$ cat src/rtl/spy_pkg.sv
package spy_pkg;

  // Strobes issued by the control block to the datapath each cycle
  typedef struct packed {
    logic capture;  // store linkData at the write pointer
    logic rdMem;    // register a memory word onto rdData
    logic rdStat;   // register the status word onto rdData
  } spyStrobe_t;

endpackage

$ cat src/rtl/spy_ctrl.sv
module spy_ctrl
  import spy_pkg::*;
#(
  parameter int ADDR_W = 6
) (
  input  logic              clk,
  input  logic              rstN,
  input  logic              linkValid,
  input  logic              freezeCmd,
  input  logic              releaseCmd,
  input  logic              clearCmd,
  input  logic              rdEn,
  input  logic              rdSel,
  output spyStrobe_t        strobe,
  output logic [ADDR_W-1:0] wrPtr,
  output logic              overflow,
  output logic              frozen,
  output logic              rdValid
);

  localparam logic [ADDR_W-1:0] LAST_LOC = '1;

  logic clearOk;
  logic wrapNow;

  always_comb begin
    strobe.capture = linkValid && !frozen;
    strobe.rdMem   = rdEn && !rdSel;
    strobe.rdStat  = rdEn && rdSel;
    clearOk        = clearCmd && frozen;
    wrapNow        = strobe.capture && (wrPtr == LAST_LOC);
  end

  // Write pointer: clear and capture are exclusive (capture needs !frozen)
  always_ff @(posedge clk or negedge rstN) begin
    if (!rstN) begin
      wrPtr <= '0;
    end else if (clearOk) begin
      wrPtr <= '0;
    end else if (strobe.capture) begin
      wrPtr <= wrPtr + 1'b1;
    end
  end

  // Sticky overflow flag
  always_ff @(posedge clk or negedge rstN) begin
    if (!rstN) begin
      overflow <= 1'b0;
    end else if (clearOk) begin
      overflow <= 1'b0;
    end else if (wrapNow) begin
      overflow <= 1'b1;
    end
  end

  // Freeze state, freeze has priority over release
  always_ff @(posedge clk or negedge rstN) begin
    if (!rstN) begin
      frozen <= 1'b0;
    end else if (freezeCmd) begin
      frozen <= 1'b1;
    end else if (releaseCmd) begin
      frozen <= 1'b0;
    end
  end

  always_ff @(posedge clk or negedge rstN) begin
    if (!rstN) begin
      rdValid <= 1'b0;
    end else begin
      rdValid <= rdEn;
    end
  end

endmodule

$ cat src/rtl/spy_datapath.sv
module spy_datapath
  import spy_pkg::*;
#(
  parameter int DATA_W = 32,
  parameter int ADDR_W = 6
) (
  input  logic              clk,
  input  logic              rstN,
  input  spyStrobe_t        strobe,
  input  logic [DATA_W-1:0] linkData,
  input  logic [ADDR_W-1:0] wrPtr,
  input  logic              overflow,
  input  logic              frozen,
  input  logic [ADDR_W-1:0] rdAddr,
  output logic [DATA_W-1:0] rdData
);

  localparam int DEPTH   = 1 << ADDR_W;
  localparam int OVF_BIT = DATA_W - 2;
  localparam int FRZ_BIT = DATA_W - 1;

  logic [DATA_W-1:0] mem [DEPTH];
  logic [DATA_W-1:0] statWord;

  always_comb begin
    statWord             = '0;
    statWord[ADDR_W-1:0] = wrPtr;
    statWord[OVF_BIT]    = overflow;
    statWord[FRZ_BIT]    = frozen;
  end

  always_ff @(posedge clk) begin
    if (strobe.capture) begin
      mem[wrPtr] <= linkData;
    end
  end

  always_ff @(posedge clk or negedge rstN) begin
    if (!rstN) begin
      rdData <= '0;
    end else if (strobe.rdStat) begin
      rdData <= statWord;
    end else if (strobe.rdMem) begin
      rdData <= mem[rdAddr];
    end
  end

endmodule

$ cat src/rtl/spy_buffer_top.sv
module spy_buffer_top
  import spy_pkg::*;
#(
  parameter int DATA_W = 32,
  parameter int ADDR_W = 6
) (
  input  logic              clk,
  input  logic              rstN,
  input  logic              linkValid,
  input  logic [DATA_W-1:0] linkData,
  input  logic              freezeCmd,
  input  logic              releaseCmd,
  input  logic              clearCmd,
  input  logic              rdEn,
  input  logic              rdSel,
  input  logic [ADDR_W-1:0] rdAddr,
  output logic [DATA_W-1:0] rdData,
  output logic              rdValid
);

  spyStrobe_t        strobe;
  logic [ADDR_W-1:0] wrPtr;
  logic              overflow;
  logic              frozen;

  spy_ctrl #(.ADDR_W(ADDR_W)) u_ctrl (
    .clk(clk), .rstN(rstN), .linkValid(linkValid),
    .freezeCmd(freezeCmd), .releaseCmd(releaseCmd), .clearCmd(clearCmd),
    .rdEn(rdEn), .rdSel(rdSel), .strobe(strobe), .wrPtr(wrPtr),
    .overflow(overflow), .frozen(frozen), .rdValid(rdValid)
  );

  spy_datapath #(.DATA_W(DATA_W), .ADDR_W(ADDR_W)) u_dp (
    .clk(clk), .rstN(rstN), .strobe(strobe), .linkData(linkData),
    .wrPtr(wrPtr), .overflow(overflow), .frozen(frozen),
    .rdAddr(rdAddr), .rdData(rdData)
  );

endmodule

$ cat config.mk
export PLATFORM = sky130hd
export DESIGN_NAME = spy_buffer_top
export DESIGN_NICKNAME = d
export VERILOG_FILES = /design/src/rtl/spy_pkg.sv /design/src/rtl/spy_ctrl.sv /design/src/rtl/spy_datapath.sv /design/src/rtl/spy_buffer_top.sv
export SDC_FILE = /design/constraint.sdc
export NUM_CORES = 2
export LEC_CHECK = 0
export BUFFER_PORTS_ARGS = -buffer_cell sky130_fd_sc_hd__buf_4
export CAP_MARGIN = 0
export CORE_MARGIN = 10
export CORE_UTILIZATION = 55
export CTS_CLUSTER_SIZE = 30
export DETAILED_ROUTE_END_ITERATION = 6
export MAX_ROUTING_LAYER = met4
export PLACE_DENSITY = 0.7
export SKIP_LAST_GASP = 1
export SYNTH_ARGS = -nofsm -noshare
export SYNTH_HDL_FRONTEND = slang
export SYNTH_SLANG_ARGS = --single-unit
$ cat constraint.sdc
create_clock -name clk -period 5.7 [get_ports clk]
set_input_delay 1.71 -clock clk [delete_from_list [all_inputs] [get_ports clk]]
set_output_delay 1.71 -clock clk [all_outputs]
set_load 0.02 [all_outputs]
==> metrics.md <==
| Metric | Value |
|---|---|
| Cell variety after synth | `39` |
| Area Growth Syn to Fin | `13.2%` |
| Global-route wire length before repair | `293000 um` |
| Setup TNS | `0 ns` |
| Fin crit period | `4.18 ns` |
| Vias | `38531` |
| Crit path capture type | `flip-flop` |
| CTS tree | `built` |
| Worst slew margin | `0.262` |
| Cell taking the most area after synthesis | `edfxtp_1` |
| Status | `finished clean` |
| Core box area | `0.144 mm2` |
| Die height | `400 um` |
| Total power | `31.7 mW` |
| Pre-antenna DRT Iters | `6` |
| Hpwl dp | `114000 um` |
| Synthesized cell area | `0.0795 mm2` |
| H-tree levels | `4` |
| Setup violations, final | `0` |
| DR vias/cell | `6.82` |
| Yosys warning total | `0` |
| Max incr delay on CP | `0.71 ns` |
| Fill cells | `9385` |
| CP startpoint kind | `input pin` |
| Initial antenna violation count | `13` |
| Leakage Power | `28.2 nW` |
| Clk sink count | `2089` |
| Starting density of the core | `0.554` |
| Hold Fails Final Rpt | `0` |
| Hold Path Class | `reg2reg` |
| Final Cycle Share | `0.734` |
| I/O pin count | `79` |
| Hold-fix buffers, CTS | `0` |
| Post-DR wirelength/cell | `36.3 um` |
| Mean Syn Cell Area | `23.9 um2` |
| Nets@finish | `3615` |
| Root buffer cell | `clkbuf_16` |
| Largest net degree at the start of global routing | `70` |
| Top cells by count, synth | `edfxtp_1, mux4_2, a22oi_1` |
| Slew Viols, Final | `0` |
| Min-delay src | `u_ctrl.overflow` |
| Crit-path max FO | `40` |
| Reg2reg end | `u_dp.mem[38][12]` |
| Max clock buf depth | `3` |
| Critical path's most frequent cell | `mux4_2` |
| Final Routed Wirelength | `205000 um` |
| EDFF count, synth | `2048` |
| Worst setup path startpoint | `rdAddr[0]` |
| Synthesized Nets | `3372` |
| Critical path destination | `u_dp.rdData[26]` |
| Multi-input logic area | `0.0164 mm2` |
| Synth Instances | `3325` |
| Pwr Density | `352 mW/mm2` |
| Total GRT Usage | `0.263` |
| Worst Max-Slew Pin Slew | `1.11 ns` |
| R2R setup slack | `2.11 ns` |
| Fmax | `239 MHz` |
| Worst Path Class, Setup | `in2reg` |
| Skew final | `0.0358 ns` |
| Seq/Total Area, Yosys | `0.786` |
| PortBufs | `78` |
| Dominant synthesized flop cell | `edfxtp_1` |
| Row count | `139` |
| Top post-synthesis cells by area | `edfxtp_1, mux4_2, dfrtp_1` |
| Total CTS buffers | `198` |
| Vias in the first global route | `38849` |
| Post-synth ARST share | `0.0196` |
| Post-route ant nets | `0` |
| Remaining Overflow, GRT | `0` |
| Die area | `0.160 mm2` |
| Layout cells sized above 1 | `0.313` |
| Worst Path Required | `6.38 ns` |
| Most common cell in the netlist | `edfxtp_1` |
| CP cell instances | `buf_8 -> buf_4 -> mux4_2 -> mux4_2 -> nand2b_1 -> a32oi_1 -> o21ai_1` |
| Slowest stage cell, crit path | `a32oi_1` |
| Buffer count from post-CTS setup fixing | `0` |
| RSZ-0062 raised after global routing | `false` |
| Reg clk slew, reported paths | `0.06 ns` |
| Reg area | `0.0625 mm2` |
| Max VDD drop | `0.000355 V` |
| Top cell type's share of synthesized area | `0.773` |
| CTS resizes | `0` |
| Placer Congestion | `0.828` |
| DRC violations left | `0` |
| Clk_lat worst skew | `0.85 ns` |
| Worst R2R Start | `u_ctrl.frozen` |
| R2R cell count | `5` |
| Crit path DAT | `4.86 ns` |
| Max Cap Violations | `0` |
| #FFs+latches synth | `2089` |
| Die Width | `400 um` |
| Number of DRC markers in iteration 0 | `5735` |
[worst max-delay path: cells and delay by family]
kind	cells	cell delay [ns]
muxes	2	1.02
buffers and inverters	2	0.93
and+or+nand+nor	1	0.24
AOI/OAI and AO/OA	2	0.87
[layout by cell type, fill, tap and decap left out, drive strengths merged, types with 38 or more instances in the layout]
cell type and count:
a21oi 38, a22oi 94, buf 230, clkbuf 273, clkinv 62, dfrtp 41, edfxtp 2048, mux2i 88
mux4 570, nor2 81
[through the flow]
stage               area [um2]   util  hold slack, ns  setup WS [ns]  instances
floorplan                79500      -           0.450          0.711       3325
finish                   90000  0.627           0.528           1.52       5648
global placement         83500  0.581           0.500          0.765       5271
CTS                      90000  0.627           0.530           1.65       5641
detailed placement       83500  0.581           0.517          0.776       5271
global route             90000  0.627           0.556           1.37       5648
[routing by layer]
metal	GRT usage	vias to the layer above	part of all wire
met4	0.0771	0	0.027
li1	-	14842	-
met2	0.400	2622	0.49
met5	-	-	0
met3	0.0605	356	0.11
met1	0.361	20711	0.37
[cells by family (layout without fill, tap and decap cells)]
group | after synthesis | in the layout | share of synthesized area
AOI/OAI and AO/OA | 210 | 210 | 0.0184
adders and majority gates | 1 | 1 | 0.000157
buffers and inverters | 201 | 614 | 0.0131
DFF | 2089 | 2089 | 0.786
muxes | 661 | 661 | 0.173
other | 0 | 7 | 0
and+or+nand+nor | 163 | 163 | 0.00916
[how the worst min path moves through the flow]
stage / endpoint / slack [ns] / depth (start not counted)
6_report: u_ctrl.overflow / 0.53 / 2
5_1_grt: u_ctrl.overflow / 0.56 / 2
4_1_cts: u_ctrl.overflow / 0.53 / 2
3_5_place_dp: u_ctrl.overflow / 0.52 / 2
3_3_place_gp: u_ctrl.overflow / 0.50 / 2
2_1_floorplan: u_ctrl.overflow / 0.45 / 2
[report_power, final]
part           internal [mW]  leakage (nW)  switching (mW)  total, mW
registers               16.9          18.9          0.0800       17.0
logic                  0.573          6.04           0.921       1.49
clock network           7.56          3.19            5.64       13.2
total                   25.1          28.2            6.64       31.7
[final cells by class]
type	instances	area share
sequential	2089	0.694
multi-input combinational	1035	0.183
clock buffer	273	0.0603
tap	1903	0.0264
timing repair buffer	230	0.0230
clock inverter	97	0.0125
inverter	14	0.000584
antenna	7	0.000195
[state kept, by name, summed over array words and instances (netlist names)]
name	cells
u_dp.mem	2048
u_dp.rdData	32
u_ctrl.wrPtr	6
u_ctrl.frozen	1
u_ctrl.overflow	1
u_ctrl.rdValid	1
Note: power is estimated with default switching activity, not from simulation.
